<file path="config.mk">
export PLATFORM = sky130hd
export DESIGN_NAME = sdram_lane_mask_path
export DESIGN_NICKNAME = d
export VERILOG_FILES = /design/src/rtl/sdram_dp_pkg.sv /design/src/rtl/sdram_dp_rst_sync.sv /design/src/rtl/sdram_dp_wr_lane.sv /design/src/rtl/sdram_dp_rd_lane.sv /design/src/rtl/sdram_lane_mask_path.sv
export SDC_FILE = /design/constraint.sdc
export NUM_CORES = 1
export LEC_CHECK = 0
export BUFFER_PORTS_ARGS = -buffer_cell sky130_fd_sc_hd__buf_4
export CELL_PAD_IN_SITES_DETAIL_PLACEMENT = 0
export CELL_PAD_IN_SITES_GLOBAL_PLACEMENT = 1
export CORE_MARGIN = 1
export CORE_UTILIZATION = 16
export CTS_CLUSTER_DIAMETER = 100
export DETAILED_ROUTE_END_ITERATION = 8
export GPL_TIMING_DRIVEN = 0
export PLACE_DENSITY = 0.85
export SYNTH_ARGS = -nofsm -noshare
export SYNTH_HDL_FRONTEND = slang
export SYNTH_HIERARCHICAL = 1
export SYNTH_SLANG_ARGS = --single-unit
</file>
<file path="constraint.sdc">
create_clock -name clk -period 2.3 [get_ports clk]
set_clock_uncertainty 0.05 [all_clocks]
set_input_delay 0.23 -clock clk [delete_from_list [all_inputs] [get_ports clk]]
set_output_delay 0.23 -clock clk [all_outputs]
set_load 0.02 [all_outputs]
</file>
<file path="src/rtl/sdram_dp_pkg.sv">
package sdram_dp_pkg;
  typedef enum logic [1:0] {
    DP_IDLE  = 2'b00,
    DP_WRITE = 2'b01,
    DP_READ  = 2'b10,
    DP_SPARE = 2'b11
  } dp_mode_e;
endpackage

</file>
<file path="src/rtl/sdram_dp_rst_sync.sv">
// Asynchronous assert, synchronous release of the active-low reset.
module sdram_dp_rst_sync (
  input  logic clk,
  input  logic rst_n,
  output logic rst_sync_n
);
  logic [1:0] sync_q;
  logic [1:0] sync_d;

  always_comb begin
    sync_d = {sync_q[0], 1'b1};
  end

  always_ff @(posedge clk or negedge rst_n) begin
    if (!rst_n) sync_q <= 2'b00;
    else        sync_q <= sync_d;
  end

  assign rst_sync_n = sync_q[1];
endmodule

</file>
<file path="src/rtl/sdram_dp_wr_lane.sv">
// Write lane: the mask gates the strobe in the same cycle as the data.
module sdram_dp_wr_lane #(
  parameter int LANE_W = 8
) (
  input  logic              wr_act_i,
  input  logic              mask_i,
  input  logic [LANE_W-1:0] data_i,
  output logic              strb_o,
  output logic [LANE_W-1:0] data_o
);
  always_comb begin
    strb_o = wr_act_i & ~mask_i;
    data_o = data_i;
  end
endmodule

</file>
<file path="src/rtl/sdram_dp_rd_lane.sv">
// Read lane: the enable is delayed RD_LAT clocks before it drives the lane.
module sdram_dp_rd_lane #(
  parameter int LANE_W = 8,
  parameter int RD_LAT = 2
) (
  input  logic              clk,
  input  logic              rst_n,
  input  logic              rd_act_i,
  input  logic              mask_i,
  input  logic [LANE_W-1:0] rdata_i,
  output logic [LANE_W-1:0] dq_o,
  output logic              oe_o
);
  logic [RD_LAT-1:0] pipe_q;
  logic [RD_LAT-1:0] pipe_d;
  logic              en_in;
  logic              pipe_ce;

  assign en_in   = rd_act_i & ~mask_i;
  assign pipe_ce = 1'b1;  // the lane shifts every clock

  generate
    if (RD_LAT > 1) begin : g_deep
      always_comb begin
        pipe_d = {pipe_q[RD_LAT-2:0], en_in};
      end
    end else begin : g_single
      always_comb begin
        pipe_d = en_in;
      end
    end
  endgenerate

  always_ff @(posedge clk or negedge rst_n) begin
    if (!rst_n)       pipe_q <= '0;
    else if (pipe_ce) pipe_q <= pipe_d;
  end

  assign oe_o = pipe_q[RD_LAT-1];
  assign dq_o = oe_o ? rdata_i : '0;
endmodule

</file>
<file path="src/rtl/sdram_lane_mask_path.sv">
module sdram_lane_mask_path #(
  parameter int LANES  = 2,
  parameter int LANE_W = 8,
  parameter int RD_LAT = 2
) (
  input  logic                     clk,
  input  logic                     rst_n,
  input  logic [1:0]               mode_i,
  input  logic [LANES-1:0]         mask_i,
  input  logic [LANES*LANE_W-1:0]  dq_i,
  output logic [LANES*LANE_W-1:0]  dq_o,
  output logic [LANES-1:0]         dq_oe_o,
  output logic [LANES*LANE_W-1:0]  arr_wdata_o,
  output logic [LANES-1:0]         arr_wstrb_o,
  input  logic [LANES*LANE_W-1:0]  arr_rdata_i
);
  import sdram_dp_pkg::*;

  localparam int DW = LANES * LANE_W;

  logic     rst_sync_n;
  logic     wr_act;
  logic     rd_act;
  dp_mode_e mode;

  sdram_dp_rst_sync u_rst (
    .clk        (clk),
    .rst_n      (rst_n),
    .rst_sync_n (rst_sync_n)
  );

  always_comb begin
    mode   = dp_mode_e'(mode_i);
    wr_act = rst_sync_n && (mode == DP_WRITE);
    rd_act = (mode == DP_READ);
  end

  generate
    for (genvar l = 0; l < LANES; l++) begin : g_lane
      sdram_dp_wr_lane #(.LANE_W(LANE_W)) u_wr (
        .wr_act_i (wr_act),
        .mask_i   (mask_i[l]),
        .data_i   (dq_i[l*LANE_W +: LANE_W]),
        .strb_o   (arr_wstrb_o[l]),
        .data_o   (arr_wdata_o[l*LANE_W +: LANE_W])
      );

      sdram_dp_rd_lane #(.LANE_W(LANE_W), .RD_LAT(RD_LAT)) u_rd (
        .clk      (clk),
        .rst_n    (rst_sync_n),
        .rd_act_i (rd_act),
        .mask_i   (mask_i[l]),
        .rdata_i  (arr_rdata_i[l*LANE_W +: LANE_W]),
        .dq_o     (dq_o[l*LANE_W +: LANE_W]),
        .oe_o     (dq_oe_o[l])
      );
    end
  endgenerate

  logic [DW-1:0] unused_width_probe;
  assign unused_width_probe = '0;
endmodule

</file>
Word-level counts from Yosys, hierarchy flattened
Cells that the tools add are included.
{"block": "classes", "n_addsub": 0, "mul": 0, "n_div": 0, "magnitude_cmp": 0, "eq_ne": 2, "shifts": 0, "n_mux": 2, "n_bitwise": 6, "n_reduce_logical": 1}
{"op": "2-to-1 mux 8 bit", "count": 2}
{"op": "bitwise AND 1 bit", "count": 4}
{"op": "equality test 2 x 1 -> 1 bit (second input constant)", "count": 1}
{"op": "equality test 2 bit (second input constant)", "count": 1}
{"op": "NOT 1 bit", "count": 2}
{"op": "logical AND 1 bit", "count": 1}
{"block": "totals", "reg_bits": 6, "latch_bits": 0, "mem_bits_rw": 0, "mem_bits_ro": 0, "output_inout_bits": 36, "wordCells": 14, "n_memories": 0}

Depth between registers and ports, before layout
Gate-level depths: netlist (run 1).
{"block": "depth", "word_depth": 3, "depth_mapped": 2}

By module
Netlist (run 1), hierarchy kept.
{"module": "sdram_dp_rd_lane", "instances": 2, "cells_each": 11, "area_per_inst_um2": 106.4, "seq_area_each_um2": 50.0}
{"module": "sdram_dp_wr_lane", "instances": 2, "cells_each": 9, "area_per_inst_um2": 73.8, "seq_area_each_um2": 0.0}
{"module": "sdram_dp_rst_sync", "instances": 1, "cells_each": 3, "area_per_inst_um2": 53.8, "seq_area_each_um2": 50.0}
{"module": "sdram_lane_mask_path", "instances": 1, "cells_each": 2, "area_per_inst_um2": 15.0, "seq_area_each_um2": 0.0}

Worst setup path after synthesis (run 1)
OpenSTA, ideal clock, no wires.
{"block": "synth_timing", "path_type": "register to output", "start": "reg u_rst.sync_q[1]", "end": "out arr_wstrb_o[0]", "t_arrival_ns": 0.776, "setup_slack_ns": 1.244, "stages_incl_launch_ff": 3, "n_path_buf": 0, "cell_sequence": "dfrtp_1 -> and3b_1 -> nor2b_4"}
{"block": "synth_via", "elab_chain_len": 2}
{"element": "from (decl)", "line": "sdram_dp_rst_sync.sv:7", "rtl": "logic [1:0] sync_q;"}
{"element": "from (signal assigned)", "line": "sdram_dp_rst_sync.sv:16", "rtl": "else sync_q <= sync_d;"}
{"element": "logical AND 1 bit", "line": "sdram_lane_mask_path.sv:34", "rtl": "wr_act = rst_sync_n && (mode == DP_WRITE);"}
{"element": "net wr_act", "line": "sdram_lane_mask_path.sv:22", "rtl": "logic wr_act;"}
{"element": "bitwise AND 1 bit", "line": "sdram_dp_wr_lane.sv:12", "rtl": "strb_o = wr_act_i & ~mask_i;"}
{"element": "to (decl)", "line": "sdram_lane_mask_path.sv:14", "rtl": "output logic [LANES-1:0] arr_wstrb_o,"}
The timed path passes the listed nets, and every way through them passes these cells.

Worst setup path in the final report (run 1)
{"block": "layout_timing", "start": "reg u_rst.sync_q[1]", "end": "out arr_wstrb_o[1]"}
Same word-level chain as after synthesis.

==> metrics.csv, run 1 <==
stage,metric,value,unit
timing,fin crit share,0.625,
drt,routed vias,498,
placement,DP Area,895,µm²
placement,port bufs,57,
power,Clock Power Share,0.279,
cts,Clock Tree Buf Depth,2,
timing,Fin Setup TNS,0,ns
cts,CTS root buffer,clkbuf_4,
synthesis,register area share after synthesis,0.350,
synthesis,netlist area before placement,429,µm²
power,Total Power,0.336,mW
critical_path,Worst EP arrival,1.16,ns
finish,layout cells sized above 1,0.736,
timing,Fmax,695,MHz
finish,"Core Util, Final",0.371,
floorplanning,die width,53.8,µm
cts,H-tree Lvls,1,
synthesis,Ys Warns,6,
timing,min Tclk post-route,1.44,ns
floorplanning,initial cell density of the core,0.172,
placement,Final GP Congestion,0.571,
synthesis,mean post-synth cell area,9.54,µm²
synthesis,Post-synth ARST share,1.00,
power,Pwr Density,362,nW/µm²
placement,Placed Cells,132,
grt,vias in the first global route,336,
critical_path,"CP delay by family, top",flip-flops,
power,cell-internal power,0.245,mW
placement,dpl ws,1.10,ns
synthesis,post-synth net total,83,
floorplanning,die height,53.8,µm
drt,DRC,0,
grt,GRT overflow,0,
cts,Num CTS Buffers,3,
power,Worst IR Drop VDD,0.250,mV
critical_path,Setup Crit Path Kind,reg2out,
synthesis,ranking of synthesized cells by area,"dfrtp_1, buf_4, and2_1",
finish,area delta synth->final,116,%
min_path,min-delay worst type,reg2async,
finish,Nets,146,
synthesis,Cells after Synth,45,
timing,Min Hold Slack,0.0149,ns
drt,Final ANT Viol Nets,0,
critical_path,R2R setup slack,1.78,ns
grt,largest net degree at the start of global routing,10,
timing,Setup WS post-layout,0.862,ns
floorplanning,core area,2500,µm²
run,max_cap viols,0,
critical_path,CP peak stage delay,0.43,ns
synthesis,post-synth top area cell,dfrtp_1,
drt,first-pass iteration count of the detailed router,2,
floorplanning,total die area,2890,µm²
floorplanning,Rows,18,
finish,Finished Layout Cells,136,
synthesis,"EDFF count, synth",0,
drt,drt total wl,1110,µm
critical_path,"Slowest-stage cell, CP",dfrtp_1,
critical_path,Crit. End Element,output pin,
critical_path,Critical Path Fanout Max,5,
cts,worst skew pair latency,0.24,ns
finish,Inserted Diodes,0,
grt,initial antenna violation count,0,
cts,CTS tree,yes,
critical_path,worst path buffer plus inverter count,1,
synthesis,Yosys reg bits,6,
power,LEAKAGE,0.528,nW
timing,Final Hold Fails,0,
critical_path,Startpoint Class,flip-flop,
timing,RSZ-0062 raised after global routing,no,
synthesis,synth unique cells,7,
power,Comb power frac,0.380,
drt,drt via density,3.66,
synthesis,"top cells by count, synth","and2_1, buf_4, dfrtp_1",
synthesis,Post-synth top flop,dfrtp_1,
grt,GRT Util Overall,0.0668,
critical_path,CP required,2.02,ns
synthesis,share of the synthesized area in the top cell type,0.350,
grt,first-pass GRT wire length,1240,µm
timing,"Slew Viols, Final",0,
cts,CTS clock-pin slew for the worst setup and hold paths,0.04,ns
cts,# clock sinks,6,
drt,Avg WL per Cell,8.18,µm
floorplanning,# IOs,74,
timing,setup violators final,0,
finish,post-layout instance area,927,µm²
drt,first-iteration detailed-routing DRC count,1,
placement,Final HPWL DP,1010,µm
power,Switching Share,0.269,
run_status,status,"finished, final reports clean",
critical_path,critical-path cell list,"and3b_1, nor2b_4, buf_4",
power,P_sw,0.0904,mW
power,Seq pwr share,0.342,
routing by layer:
metal | global-route usage | vias to the layer above | share of wire
met4 | 0.0658 | 0 | 0.016
li1 | - | 241 | -
met1 | 0.0458 | 202 | 0.24
met2 | 0.123 | 53 | 0.51
met3 | 0.0339 | 2 | 0.22
met5 | 0 | - | 0
worst paths after layout:
path,from,to,cells after the start
worst max-delay path,u_rst/sync_q[1],arr_wstrb_o[1],3
worst min-delay path,u_rst/sync_q[1],g_lane[1].u_rd/pipe_q[1],0
worst max register to register,u_rst/sync_q[0],u_rst/sync_q[1],0
worst min register to register,u_rst/sync_q[1],g_lane[1].u_rd/pipe_q[1],0
max in group asynchronous,rst_n,u_rst/sync_q[0],2
min in group clk,mask_i[1],g_lane[1].u_rd/pipe_q[0],2
cell usage in the layout (no fill, tap or decap), drive strengths merged:
| cell type | count |
|---|---|
| dlygate4sd3 | 1 |
| buf | 73 |
| dfrtp | 6 |
| conb | 1 |
| nor2b | 5 |
| clkbuf | 3 |
| and2 | 16 |
| and3b | 1 |
final cells by class:
class,count,area (µm²)
clock buffer,3,22.5
tap,30,37.5
fill,246,1570
timing repair buffer,58,438
sequential,6,150
multi-input combinational,23,159
buffer,16,120
timing repair:
item,in CTS,in global routing
hold buffers,1,0
hold endpoints to repair,2,0
gates resized for setup,0,0
setup buffers,0,0
setup endpoints to repair,0,0
logic make-up (layout without fill, tap and decap cells):
family | Yosys count | in the layout | share of synthesized area
DFF | 6 | 6 | 0.350
buffers and inverters | 16 | 77 | 0.280
other | 1 | 1 | 0.00874
and+or+nand+nor | 22 | 22 | 0.362
sequential cells by signal (all words and copies together), names as in the netlist:
| signal | cells |
|---|---|
| u_rst/sync_q | 2 |
| g_lane.u_rd/pipe_q | 4 |
power by group through the flow:
stage	Clock [mW]	Sequential, mW	Combinational, mW
after floorplan	0	0.117	0.0612
after global placement	0	0.116	0.126
after detailed placement	0	0.117	0.128
after CTS	0.0994	0.115	0.129
after global routing	0.105	0.116	0.137
final	0.0935	0.115	0.128
Note: power is estimated with default switching activity, not from simulation.
==> run 2, diff against run 1 <==
CORE_UTILIZATION = 14   (was 16)
PLACE_DENSITY = 0.8   (was 0.85)
clock period = 1.2 ns   (was 2.3 ns; I/O delays follow)
==> run 2 against run 1 <==
Compared with the run above:
- the run now ends with design-rule violations, negative setup slack left
- clock power grew 97%
- power grew 95%
- combinational power grew 98%
- critical path depth is the same
- non-clock buffer count grew 2
- routed wire length grew 0.99%
- sequential share of layout area shrank 0.12 points
- first-iteration DRC count grew to 33 times the previous value
- cell count grew 2.2%
- register-to-register slack lost 1.1 ns
- sequential power grew 90%
- core utilization shrank 3.3 points
- critical path type unchanged
==> metrics.csv, run 2 (synthesis results as in run 1) <==
stage,metric,value,unit,change
floorplanning,Rows,19,,was 18
timing,RSZ-0062 raised after global routing,yes,,was no
drt,drt total wl,1120,µm,was 1110 µm
cts,CTS tree,yes,,unchanged
timing,min Tclk post-route,1.23,ns,
grt,largest net degree at the start of global routing,10,,unchanged
finish,most frequent cells in the layout,"buf_4, and2_1",,"was buf_4, and2_1, dfrtp_1"
timing,Min Hold Slack,0.0131,ns,was 0.0149 ns
drt,drt via density,3.69,,was 3.66
run,max_cap viols,0,,unchanged
grt,GRT busiest layer,met2,,unchanged
drt,first-iteration detailed-routing DRC count,33,,was 1
grt,M3 GR Usage,0.0431,,was 0.0339
grt,initial antenna violation count,0,,unchanged
finish,Biggest register,g_lane.u_rd/pipe_q,,unchanged
run_status,failing checks,"design-rule violations, negative setup slack",,
critical_path,Critical Path Fanout Max,2,,was 5
timing,Final Hold Fails,0,,unchanged
finish,Nets,148,,was 146
floorplanning,# IOs,74,,unchanged
grt,met2 usage,0.113,,was 0.123
critical_path,CP peak stage delay,0.39,ns,was 0.43 ns
grt,first-pass GRT wire length,1580,µm,was 1240 µm
critical_path,CP required,1.03,ns,was 2.02 ns
finish,Largest regs,"g_lane.u_rd/pipe_q x4, u_rst/sync_q x2",,unchanged
floorplanning,total die area,3290,µm²,was 2890 µm²
cts,Clock Tree Buf Depth,2,,unchanged
drt,DRC,18,,was 0
grt,GRT Util Overall,0.0616,,was 0.0668
critical_path,Worst EP arrival,1.06,ns,was 1.16 ns
cts,# clock sinks,6,,unchanged
critical_path,critical path depth,3,,unchanged
cts,H-tree Lvls,1,,unchanged
floorplanning,die width,57.4,µm,was 53.8 µm
placement,port bufs,57,,unchanged
cts,CTS clock-pin slew for the worst setup and hold paths,0.04,ns,about the same
finish,layout cells sized above 1,0.759,,was 0.736
run_status,status,finished with violations,,"was finished, final reports clean"
cts,CTS root buffer,clkbuf_4,,unchanged
timing,setup violators final,2,,was 0
critical_path,Crit. End Element,output pin,,unchanged
critical_path,worst reg2reg path depth,0,,unchanged
floorplanning,core area,2830,µm²,was 2500 µm²
finish,"most common cell after layout, fill and taps aside",buf_4,,unchanged
drt,Final ANT Viol Nets,0,,unchanged
placement,Final HPWL DP,940,µm,was 1010 µm
drt,first-pass iteration count of the detailed router,5,,was 2
grt,met1 usage,0.0515,,was 0.0458
cts,Num CTS Buffers,3,,unchanged
power,LEAKAGE,0.534,nW,was 0.528 nW
timing,"Slew Viols, Final",0,,unchanged
critical_path,worst path buffer plus inverter count,1,,unchanged
drt,routed vias,513,,was 498
critical_path,Setup Crit Path Kind,reg2out,,unchanged
floorplanning,die height,57.4,µm,was 53.8 µm
timing,fin crit share,1.02,,
placement,Final GP Congestion,0.649,,was 0.571
min_path,min-delay worst type,in2reg,,was reg2async
critical_path,Startpoint Class,flip-flop,,unchanged
grt,GRT overflow,0,,unchanged
power,Worst IR Drop VDD,0.657,mV,was 0.250 mV
finish,Inserted Diodes,0,,unchanged
critical_path,"Slowest-stage cell, CP",dfrtp_2,,was dfrtp_1
grt,vias in the first global route,423,,was 336
timing,Fmax,815,MHz,
floorplanning,initial cell density of the core,0.152,,was 0.172
timing,Setup WS post-layout,-0.0265,ns,was 0.862 ns
finish,"Core Util, Final",0.338,,was 0.371
power,Pwr Density,685,nW/µm²,was 362 nW/µm²
finish,area delta synth->final,123,%,was 116%
cts,worst skew pair latency,0.24,ns,about the same
min_path,Hold Path Cell Cnt,2,,
critical_path,"CP delay by family, top",flip-flops,,unchanged
finish,Largest register FFs,4,,unchanged
drt,Avg WL per Cell,8.08,µm,was 8.18 µm
critical_path,critical-path cell list,"and3b_1, nor2b_4, buf_6",,"was and3b_1, nor2b_4, buf_4"
==> run 2: repair_timing <==
action	in CTS	in global routing
buffers inserted	1	0
gates resized for setup	4	1
endpoints found under the hold margin	3	0
endpoints found under the setup margin	3	11
hold buffers	2	0
pin swaps	1	2
==> run 2: cell type report <==
cell class / count / area [µm²]
sequential: 6 / 154
buffer: 16 / 120
timing repair buffer: 60 / 463
tap: 31 / 38.8
clock buffer: 3 / 22.5
multi-input combinational: 23 / 159
fill: 314 / 1870
==> run 2: worst paths after layout <==
check                                               from                       end  slack [ns]
worst max-delay path                     u_rst/sync_q[1]            arr_wstrb_o[0]       -0.03
max in group asynchronous                          rst_n           u_rst/sync_q[1]        0.86
min in group asynchronous                u_rst/sync_q[1]  g_lane[0].u_rd/pipe_q[0]        0.10
worst max register to register  g_lane[0].u_rd/pipe_q[0]  g_lane[0].u_rd/pipe_q[1]        0.68
worst min register to register           u_rst/sync_q[1]  g_lane[0].u_rd/pipe_q[0]        0.10
worst min-delay path                           mask_i[1]  g_lane[1].u_rd/pipe_q[0]        0.01
==> run 2: report_power, final <==
group	total [mW]	switching, mW	internal, mW
sequential	0.219	0.00641	0.212
combinational	0.253	0.102	0.151
clock	0.184	0.0713	0.113
==> run 2: routing by layer <==
layer	up-vias	part of all wire	routed length (µm)
met5	-	0	0
met4	0	0	0
met3	0	0.24	266
met2	54	0.48	540
met1	214	0.28	316
li1	245	-	-
==> run 2: metrics by stage <==
step	std cells	total power [mW]	setup TNS (ns)	cell area, µm²	worst slack, ns
final	139	0.656	-0.0519	957	-0.0265
after detailed placement	133	0.467	0	896	0.120
after floorplan	45	0.341	0	429	0.254
after global placement	133	0.465	0	896	0.133
after CTS	139	0.669	-0.0656	956	-0.0334
after global routing	139	0.692	-0.110	957	-0.0552
==> run 3, diff against run 2 <==
==> constraint.sdc (replaced) <==
create_clock -name clk -period 1.2 [get_ports clk]
set_clock_uncertainty 0.05 [all_clocks]
set_input_delay 0.3 -clock clk [delete_from_list [all_inputs] [get_ports clk]]
set_output_delay 0.3 -clock clk [all_outputs]
set_load 0.02 [all_outputs]
==> run 3 against run 2 <==
Compared with the run above:
- the run still ends with design-rule violations, negative setup slack left
- cell count down 0.72%
- count of clock-buffer cells in the layout unchanged
- worst hold slack better by 0.089 ns
- combinational power up 3%
- maximum frequency down 13%
- via count up 1.6%
- clock power about the same
- sequential share of layout area down 0.66 points
- critical path depth unchanged
- largest cell class unchanged
- largest power group unchanged
==> metrics.csv, run 3 (synthesis results as in run 1) <==
stage,metric,value,unit,change
run_status,status,finished with violations,,unchanged
run_status,failing checks,"design-rule violations, negative setup slack",,unchanged
critical_path,CP startpoint,u_rst/sync_q[1],,unchanged
cts,worst skew pair latency,0.24,ns,about the same
timing,"Slew Viols, Final",0,,unchanged
timing,min Tclk post-route,1.41,ns,was 1.23 ns
power,Pwr Density,665,nW/µm²,was 685 nW/µm²
drt,first-iteration detailed-routing DRC count,29,,was 33
drt,Final ANT Viol Nets,0,,unchanged
drt,drt via density,3.78,,was 3.69
cts,CTS clock-pin slew for the worst setup and hold paths,0.04,ns,about the same
floorplanning,# IOs,74,,unchanged
finish,Nets,147,,was 148
timing,setup violators final,20,,was 2
critical_path,"Slowest-stage cell, CP",dfrtp_2,,unchanged
critical_path,Setup Crit Path Kind,reg2out,,unchanged
drt,Avg WL per Cell,8.55,µm,was 8.08 µm
finish,"most common cell after layout, fill and taps aside",buf_4,,unchanged
grt,GRT overflow,0,,unchanged
power,Worst IR Drop VDD,0.657,mV,about the same
cts,CTS tree,yes,,unchanged
cts,# clock sinks,6,,unchanged
power,LEAKAGE,0.542,nW,was 0.534 nW
timing,fin crit share,1.17,,was 1.02
finish,Largest regs,"g_lane.u_rd/pipe_q x4, u_rst/sync_q x2",,unchanged
drt,routed vias,521,,was 513
grt,first-pass GRT wire length,1680,µm,was 1580 µm
placement,DP Area,896,µm²,unchanged
placement,port bufs,57,,unchanged
grt,GRT Util Overall,0.0654,,was 0.0616
grt,initial antenna violation count,0,,unchanged
critical_path,Critical Path Fanout Max,2,,unchanged
critical_path,Worst EP arrival,1.06,ns,about the same
placement,Final HPWL DP,940,µm,unchanged
timing,Setup WS post-layout,-0.205,ns,was -0.0265 ns
finish,Inserted Diodes,0,,unchanged
finish,post-layout instance area,998,µm²,was 957 µm²
cts,Clock Tree Buf Depth,2,,unchanged
cts,CTS root buffer,clkbuf_4,,unchanged
min_path,min-delay worst type,reg2async,,was in2reg
run,max_cap viols,0,,unchanged
cts,Num CTS Buffers,3,,unchanged
drt,first-pass iteration count of the detailed router,7,,was 5
drt,drt total wl,1180,µm,was 1120 µm
floorplanning,die height,57.4,µm,unchanged
finish,Finished Layout Cells,138,,was 139
drt,DRC,9,,was 18
critical_path,Startpoint Class,flip-flop,,unchanged
floorplanning,Rows,19,,unchanged
floorplanning,die width,57.4,µm,unchanged
critical_path,r2r startpoint,g_lane[0].u_rd/pipe_q[0],,unchanged
placement,Placed Cells,133,,unchanged
finish,Largest register FFs,4,,unchanged
finish,most frequent cells in the layout,"buf_4, and2_1, buf_6",,"was buf_4, and2_1"
finish,layout cells sized above 1,0.776,,was 0.759
finish,area delta synth->final,133,%,was 123%
cts,H-tree Lvls,1,,unchanged
timing,Fmax,712,MHz,was 815 MHz
timing,RSZ-0062 raised after global routing,yes,,unchanged
timing,Final Hold Fails,0,,unchanged
finish,# fillers,300,,was 314
critical_path,CP required,0.85,ns,was 1.03 ns
finish,Biggest register,g_lane.u_rd/pipe_q,,unchanged
placement,Final GP Congestion,0.649,,unchanged
critical_path,Crit. End Element,output pin,,unchanged
floorplanning,core area,2830,µm²,unchanged
grt,vias in the first global route,455,,was 423
floorplanning,total die area,3290,µm²,unchanged
grt,largest net degree at the start of global routing,10,,unchanged
critical_path,CP peak stage delay,0.39,ns,about the same
critical_path,critical-path cell list,"and3b_1, nor2b_4, buf_6",,unchanged
floorplanning,initial cell density of the core,0.152,,unchanged
timing,Fin Setup TNS,-2.37,ns,was -0.0519 ns
run 3: cell count changes in the layout (fill, tap and decap cells not counted):
cell           previous run  this run
and2_1                   16        15
and2_4                    0         1
buf_4                    72        59
buf_6                     2        15
dlygate4sd3_1             2         1
run 3: report_power, final:
group / internal (mW) / switching, mW / leakage (nW)
combinational: 0.157 / 0.104 / 0.455
clock: 0.113 / 0.0711 / 0.0138
sequential: 0.212 / 0.00653 / 0.0731
total: 0.482 / 0.182 / 0.542
run 3: final cells by class:
cell class / count / area (µm²) / area share
repair buffers: 59 / 502 / 0.503
multi-input cells: 23 / 161 / 0.162
flip-flops and latches: 6 / 154 / 0.154
plain buffers: 16 / 120 / 0.120
well taps: 31 / 38.8 / 0.0388
clock buffers: 3 / 22.5 / 0.0226
run 3: worst max-delay path, delay by kind of cell (launching register included):
family	cells	cell delay, ns
flip-flops	1	0.39
buffers and inverters	1	0.12
AND/OR/NAND/NOR	2	0.30
run 3: final timing paths:
kind	end	slack, ns	cells after the start
worst max-delay path	arr_wstrb_o[1]	-0.21	3
worst min-delay path	g_lane[0].u_rd/pipe_q[0]	0.10	1
worst max register to register	g_lane[0].u_rd/pipe_q[1]	0.68	0
worst min register to register	g_lane[0].u_rd/pipe_q[0]	0.10	1
max in group asynchronous	u_rst/sync_q[1]	0.68	2
min in group clk	g_lane[0].u_rd/pipe_q[0]	0.18	2
run 3: metrics by stage:
stage	total power [mW]	util	hold WS [ns]	setup WS [ns]
after floorplan	0.341	-	-0.0456	0.0742
after global placement	0.465	0.317	0.0143	-0.0469
after detailed placement	0.467	0.317	0.0200	-0.0603
after CTS	0.675	0.352	0.104	-0.213
after global routing	0.700	0.353	0.111	-0.233
final	0.664	0.353	0.102	-0.205
run 3: repair_timing:
action / CTS / global route
resized for setup: 18 / 1
hold buffers: 1 / 0
pin swaps: 1 / 0
buffers inserted: 1 / 0
endpoints found under the hold margin: 2 / 0
setup endpoints to repair: 20 / 20
run 3: metal layers:
layer	wire (µm)	vias up	part of all wire	track usage
li1	-	243	-	-
met1	317	224	0.27	0.0515
met2	603	54	0.51	0.126
met3	260	0	0.22	0.0431
met4	0	0	0	0.0209
met5	0	-	0	0
